**src/rtl/hbd_pkg.sv**
```systemverilog
`timescale 1ns/1ps
package hbd_pkg;
   function automatic int min_rst_cycles(input int min_ns, input int clk_ns);
      int c;
      c = (min_ns + clk_ns - 1) / clk_ns;
      return (c < 1) ? 1 : c;
   endfunction
endpackage

```
**src/rtl/hbd_sync.sv**
```systemverilog
`timescale 1ns/1ps
module hbd_sync #(
   parameter int W      = 1,
   parameter int STAGES = 2
) (
   input  logic         clk,
   input  logic [W-1:0] d,
   output logic [W-1:0] q
);
   logic [STAGES-1:0][W-1:0] chain = '0;

   generate
      if (STAGES == 1) begin : g_single
         always_ff @(posedge clk) chain[0] <= d;
      end else begin : g_multi
         always_ff @(posedge clk) chain <= {chain[STAGES-2:0], d};
      end
   endgenerate

   assign q = chain[STAGES-1];
endmodule

```
**src/rtl/hbd_rst_filter.sv**
```systemverilog
`timescale 1ns/1ps
module hbd_rst_filter #(
   parameter int MIN_CYC = 10
) (
   input  logic clk,
   input  logic act_s,
   output logic rst_o
);
   localparam int CW = $clog2(MIN_CYC + 1);
   localparam logic [CW-1:0] TOP = CW'(MIN_CYC);

   logic [CW-1:0] cnt = '0;

   always_ff @(posedge clk) begin
      if (!act_s)          cnt <= '0;
      else if (cnt != TOP) cnt <= cnt + 1'b1;
   end

   assign rst_o = (cnt == TOP);

   // an inactive input always drops the filtered reset
   a_r8_release: assert property (@(posedge clk) !act_s |=> !rst_o);
   // a held pulse reaching the width threshold raises reset
   a_r8_reach: assert property (@(posedge clk) (cnt == TOP - 1'b1) && act_s |=> rst_o);
endmodule

```
**src/rtl/hbd_strobe_dec.sv**
```systemverilog
`timescale 1ns/1ps
module hbd_strobe_dec (
   input  logic rw_mode,
   input  logic wr_pin,
   input  logic rd_pin,
   input  logic fetch_act,
   input  logic block,
   output logic rd_en,
   output logic wr_en,
   output logic fetch_en
);
   logic rd_raw, wr_raw;

   always_comb begin
      if (rw_mode) begin
         rd_raw = rd_pin & wr_pin;
         wr_raw = rd_pin & ~wr_pin;
      end else begin
         rd_raw = ~rd_pin & wr_pin;
         wr_raw = ~wr_pin & rd_pin;
      end
      rd_en    = rd_raw & ~block;
      wr_en    = wr_raw & ~block;
      fetch_en = fetch_act & ~block;
   end
endmodule

```
**src/rtl/hbd_addr_latch.sv**
```systemverilog
`timescale 1ns/1ps
module hbd_addr_latch #(
   parameter int LO_W       = 8,
   parameter int HI_W       = 3,
   parameter bit HI_LATCHED = 1'b1
) (
   input  logic            clk,
   input  logic            rst,
   input  logic            as_act,
   input  logic [LO_W-1:0] lo_d,
   input  logic [HI_W-1:0] hi_d,
   input  logic            x_d,
   output logic [LO_W-1:0] lo_q,
   output logic [HI_W-1:0] hi_q,
   output logic            x_q
);
   logic as_d = 1'b0;
   logic trail;
   logic [LO_W-1:0] lo_r = '0;
   logic            x_r  = 1'b0;

   always_ff @(posedge clk) as_d <= as_act;
   assign trail = as_d & ~as_act;

   always_ff @(posedge clk) begin
      if (rst) begin
         lo_r <= '0;
         x_r  <= 1'b0;
      end else if (trail) begin
         lo_r <= lo_d;
         x_r  <= x_d;
      end
   end
   assign lo_q = lo_r;
   assign x_q  = x_r;

   generate
      if (HI_LATCHED) begin : g_hi_latched
         logic [HI_W-1:0] hi_r = '0;
         always_ff @(posedge clk) begin
            if (rst)        hi_r <= '0;
            else if (trail) hi_r <= hi_d;
         end
         assign hi_q = hi_r;
      end else begin : g_hi_through
         assign hi_q = hi_d;
      end
   endgenerate

   // with the strobe idle for two samples the captured low bits hold
   a_r4_hold: assert property (@(posedge clk) disable iff (rst)
      (!as_act && !as_d) |=> $stable(lo_q));
endmodule

```
**src/rtl/host_bus_decoder.sv**
```systemverilog
`timescale 1ns/1ps
module host_bus_decoder #(
   parameter int LO_W          = 8,
   parameter int MID_W         = 8,
   parameter int HI_W          = 3,
   parameter int SYNC_STAGES   = 2,
   parameter int CLK_PERIOD_NS = 10,
   parameter int RST_MIN_NS    = 100,
   parameter bit HI_LATCHED    = 1'b1
) (
   input  logic                        clk,
   input  logic                        cfg_rw_mode,
   input  logic                        cfg_as_high,
   input  logic                        cfg_sel_is_addr,
   input  logic                        cfg_a19_addr,
   input  logic                        cfg_a19_latch,
   input  logic                        cfg_rst_high,
   input  logic                        pin_rst,
   input  logic                        pin_fetch_n,
   input  logic                        pin_wr,
   input  logic                        pin_rd,
   input  logic                        pin_as,
   input  logic [LO_W-1:0]             pin_ad,
   input  logic [MID_W-1:0]            pin_amid,
   input  logic [HI_W-1:0]             pin_ahi,
   input  logic                        pin_sel,
   output logic                        rst_out,
   output logic                        pdown,
   output logic                        rd_en,
   output logic                        wr_en,
   output logic                        fetch_en,
   output logic [LO_W+MID_W+HI_W:0]    addr_out,
   output logic                        sel_logic
);
   import hbd_pkg::*;

   localparam int MIN_CYC = min_rst_cycles(RST_MIN_NS, CLK_PERIOD_NS);
   localparam int SW      = 6 + LO_W + MID_W + HI_W;

   generate
      if (LO_W < 1 || MID_W < 0 || HI_W < 1) begin : g_bad_width
         $error("address field widths out of range");
      end
      if (SYNC_STAGES < 1) begin : g_bad_sync
         $error("SYNC_STAGES must be at least 1");
      end
      if (CLK_PERIOD_NS < 1 || RST_MIN_NS < 1) begin : g_bad_time
         $error("timing parameters must be positive");
      end
   endgenerate

   // polarity normalization ahead of the synchronizer
   logic rst_act_raw, as_act_raw, fetch_act_raw;
   assign rst_act_raw   = ~(pin_rst ^ cfg_rst_high);
   assign as_act_raw    = ~(pin_as ^ cfg_as_high);
   assign fetch_act_raw = ~pin_fetch_n;

   logic [SW-1:0] raw_bus, syn_bus;
   assign raw_bus = {rst_act_raw, fetch_act_raw, pin_wr, pin_rd, as_act_raw,
                     pin_sel, pin_ahi, pin_amid, pin_ad};

   hbd_sync #(.W(SW), .STAGES(SYNC_STAGES)) u_sync (
      .clk (clk),
      .d   (raw_bus),
      .q   (syn_bus)
   );

   logic              rst_act_s, fetch_act_s, wr_s, rd_s, as_act_s, sel_s;
   logic [HI_W-1:0]   ahi_s;
   logic [MID_W-1:0]  amid_s;
   logic [LO_W-1:0]   ad_s;
   assign {rst_act_s, fetch_act_s, wr_s, rd_s, as_act_s,
           sel_s, ahi_s, amid_s, ad_s} = syn_bus;

   logic rst_int;
   hbd_rst_filter #(.MIN_CYC(MIN_CYC)) u_rst (
      .clk   (clk),
      .act_s (rst_act_s),
      .rst_o (rst_int)
   );

   logic pd_int;
   assign pd_int = ~cfg_sel_is_addr & sel_s;

   hbd_strobe_dec u_dec (
      .rw_mode   (cfg_rw_mode),
      .wr_pin    (wr_s),
      .rd_pin    (rd_s),
      .fetch_act (fetch_act_s),
      .block     (pd_int | rst_int),
      .rd_en     (rd_en),
      .wr_en     (wr_en),
      .fetch_en  (fetch_en)
   );

   logic [LO_W-1:0] lo_q;
   logic [HI_W-1:0] hi_q;
   logic            a19_q;
   hbd_addr_latch #(.LO_W(LO_W), .HI_W(HI_W), .HI_LATCHED(HI_LATCHED)) u_lat (
      .clk    (clk),
      .rst    (rst_int),
      .as_act (as_act_s),
      .lo_d   (ad_s),
      .hi_d   (ahi_s),
      .x_d    (sel_s),
      .lo_q   (lo_q),
      .hi_q   (hi_q),
      .x_q    (a19_q)
   );

   logic a19_bit;
   always_comb begin
      if (cfg_sel_is_addr && cfg_a19_addr) a19_bit = cfg_a19_latch ? a19_q : sel_s;
      else                                 a19_bit = 1'b0;
   end

   assign sel_logic = cfg_sel_is_addr & ~cfg_a19_addr & sel_s;
   assign addr_out  = {a19_bit, hi_q, amid_s, lo_q};
   assign pdown     = pd_int;
   assign rst_out   = rst_int;

   // read and write never coincide
   a_r9_exclusive: assert property (@(posedge clk) !(rd_en && wr_en));
   // power-down silences every enable
   a_r6_pdown_quiet: assert property (@(posedge clk)
      pdown |-> (!rd_en && !wr_en && !fetch_en));
   // filtered reset silences every enable
   a_r8_rst_quiet: assert property (@(posedge clk)
      rst_out |-> (!rd_en && !wr_en && !fetch_en));
   // address role of the dual pin never powers down
   a_r7_no_pdown: assert property (@(posedge clk) cfg_sel_is_addr |-> !pdown);
   // enable-plus-direction host reads when both synchronized lines are high
   a_r2_rw_read: assert property (@(posedge clk)
      (cfg_rw_mode && rd_s && wr_s && !pdown && !rst_out) |-> rd_en);
endmodule

```
**config.mk**
```make
export PLATFORM = sky130hd
export DESIGN_NAME = host_bus_decoder
export DESIGN_NICKNAME = d
export VERILOG_FILES = /design/src/rtl/hbd_pkg.sv /design/src/rtl/hbd_sync.sv /design/src/rtl/hbd_rst_filter.sv /design/src/rtl/hbd_strobe_dec.sv /design/src/rtl/hbd_addr_latch.sv /design/src/rtl/host_bus_decoder.sv
export SDC_FILE = /design/constraint.sdc
export NUM_CORES = 1
export LEC_CHECK = 0
export BUFFER_PORTS_ARGS = -buffer_cell sky130_fd_sc_hd__buf_2
export CORE_MARGIN = 1
export CORE_UTILIZATION = 50
export CTS_CLUSTER_SIZE = 40
export DETAILED_ROUTE_END_ITERATION = 8
export PLACE_DENSITY = 0.79
export SLEW_MARGIN = 20
export SYNTH_ARGS = -nofsm -noshare
export SYNTH_HDL_FRONTEND = slang
export SYNTH_HIERARCHICAL = 1
export SYNTH_SLANG_ARGS = --single-unit
export TNS_END_PERCENT = 30
```
**constraint.sdc**
```tcl
create_clock -name clk -period 1.6 [get_ports clk]
set_input_delay 0.08 -clock clk [delete_from_list [all_inputs] [get_ports clk]]
set_output_delay 0.08 -clock clk [all_outputs]
set_load 0.02 [all_outputs]
```
==> reports/results.ini <==
[status]
status=finished with violations
violations=negative setup slack

[timing]
hold_viol_final=0
finalSetupViolCount=3
max_freq_mhz=601.6
rsz0062_at_grt=yes
tightestPinTransition_ns=0.4771
slew_viol_final=0
fin_crit_ns=1.662
whs_ns=0.3263
slew_headroom=0.6815
fin_ws_ns=-0.06219
period_share=1.039
skew_ns=0.007314

[global_route]
grt_overflow=0
first_global_vias=1262
grt_pass1_wl_mm=5.720
antenna_found_initial=0
gr-usage-all-layers=0.1884
grt_max_degree=26

[min_path]
hold_class=reg -> reg

[power_and_ir_drop]
p_per_area_mw_per_mm2=1407
p_leak_nw=1.270
peakVddDrop_mv=0.8117

[logic_synthesis]
synth.most_common_cell=dfxtp_1
synth_cells=165
synth_seq_cells=67
yosys-top-cells-count=dfxtp_1, buf_4, nand2b_1, nand4bb_1, o21ai_1
synth_area_mm2=0.002078
synth.distinct_cells=27
synth_top_cell_area_share=0.6454
yosysTopAreaCell=dfxtp_1
synth_top_flop_cell=dfxtp_1
synthArstFlopShare=0
yosys_warnings=6
synth_area_per_cell_um2=12.60
synth_edf_count=0
synth_area_leaders=dfxtp_1, buf_4, nand4bb_1
ys_seq_area_frac=0.6454
syn_nets=199

[routing]
wl_per_cell_um=12.67
antenna_left=0
drtIter0Drc=60
finalWirelength_mm=3.674
dr.pass1.iters=6
drc_errors=0
num_vias=1336
vias_per_cell=4.607

[setup_path]
worst-setup-path-type=reg -> out
critPathCaptureType=output pin
required_ns=1.52
crit_fanout=3
cp.arrival_ns=1.58
cp-start-kind=flip-flop

[cells_and_area]
num-fill-cells=302
antenna_cells=0
multi_input_area_um2=516.7
drive_above_1_share=0.3667
syn2layout_area_growth_pct=32.27
seq_area_mm2=0.001343
fin_nets=269

[placement]
hpwl_mm=1.971
pre_cts_ws_ns=0.05573
port-buffer-count=57
gp_congestion=0.6871

[clocking]
cts_max_level=3
max-clock-path-buffers=2
cts_tree=built
insertion_delay_ns=0.33
numCtsBuffers=9
root_buffer=clkbuf_8
clock-sinks=67
path_clk_slew_ns=0.07

[job]
maxCapViolCount=0

[floorplan]
coreArea_mm2=0.004000
io_pins=58
die_h_um=66.47
die_w_um=66.47
die_area_mm2=0.004418
rows=23
initial_core_util=0.5195

-- metrics by stage --
| stage | total power, mW | utilization | instances | cell area (µm²) | setup TNS, ns |
|---|---|---|---|---|---|
| after floorplan | 2.250 | - | 165 | 2083 | 0 |
| after global placement | 2.347 | 0.5543 | 243 | 2217 | 0 |
| after detailed placement | 2.359 | 0.5543 | 243 | 2217 | 0 |
| after CTS | 3.887 | 0.6872 | 290 | 2749 | -0.08269 |
| after global routing | 4.030 | 0.6872 | 290 | 2749 | -0.3956 |
| final | 3.869 | 0.6872 | 290 | 2749 | -0.1156 |
-- per-layer routing --
layer  up-vias  GRT usage  part of all wire  wire [µm]
met5         -          0                 0          0
met4         0     0.1330             0.033        122
met3        11    0.07534             0.053        196
met2        43     0.3189              0.53       1962
met1       630     0.1863              0.38       1392
li1        652          -                 -          -
-- cell type report --
| cell class | count | area share |
|---|---|---|
| Sequential cell | 67 | 0.4884 |
| Timing Repair Buffer | 90 | 0.2212 |
| Multi-Input combinational cell | 64 | 0.1880 |
| Clock buffer | 10 | 0.04643 |
| Clock inverter | 6 | 0.02913 |
| Tap cell | 50 | 0.02276 |
| Inverter | 3 | 0.004096 |
-- kinds of logic (layout without fill, tap and decap cells) --
family,count (synthesis),in the layout,synth area share
xor+xnor,5,5,0.02107
simple gates,41,41,0.1638
flops,67,67,0.6454
fa+ha+maj,2,2,0.01204
compound gates,15,15,0.03732
mux,1,1,0.004817
buf+inv,34,109,0.1156
-- final timing paths --
path / slack [ns] / endpoint / start / cells past startpoint
worst max register to register: 0.27 / u_lat/lo_q[3] / u_rst/cnt[1] / 6
worst min-delay path: 0.33 / u_sync/q[22] / u_sync/chain[22] / 0
worst min register to register: 0.33 / u_sync/q[22] / u_sync/chain[22] / 0
worst max-delay path: -0.06 / rd_en / u_rst/cnt[0] / 7
-- registers in the layout (all words and copies together) (netlist names) --
name,cells
u_lat/as_d,1
u_lat/hi_q,3
u_lat/lo_q,8
u_lat/x_q,1
u_rst/cnt,4
u_sync/chain,25
u_sync/q,25
-- worst max-delay path: stages (launching register included) --
cell and delay, ns:
dfxtp_2 0.34, inv_2 0.05, ha_4 0.17, nand3b_4 0.08
inv_2 0.05, or2_4 0.24, nor3b_2 0.17, buf_4 0.16
-- where the power goes --
part	switching, mW	leakage [nW]	internal [mW]	total, mW
clock network	0.582	0.110	0.866	1.45
logic	0.256	0.596	0.248	0.504
registers	0.0839	0.564	1.83	1.92
total	0.922	1.27	2.95	3.87
-- cells in the final DEF (no fill, tap or decap), drive strengths merged, types with 2 or more instances in the layout --
master | synthesis | layout
o21ai | 13 | 13
dfxtp | 67 | 67
nand3b | 2 | 2
bufinv | 0 | 2
nor3b | 2 | 2
clkbuf | 1 | 10
nor2 | 2 | 2
nand2 | 3 | 3
and2 | 2 | 2
xnor2 | 4 | 4
dlygate4sd3 | 0 | 27
nor2b | 3 | 3
inv | 3 | 3
nand4bb | 12 | 12
nand2b | 13 | 13
ha | 2 | 2
clkinv | 0 | 4
buf | 30 | 63
-- what timing repair did --
action | 4_1_cts | 5_1_grt
resized for setup | 9 | 0
hold endpoints to repair | 25 | 0
hold buffers | 27 | 0
setup endpoints to repair | 4 | 4
buffers inserted | 4 | 0
pin swaps | 2 | 1
Note: power is estimated with default switching activity, not from simulation.
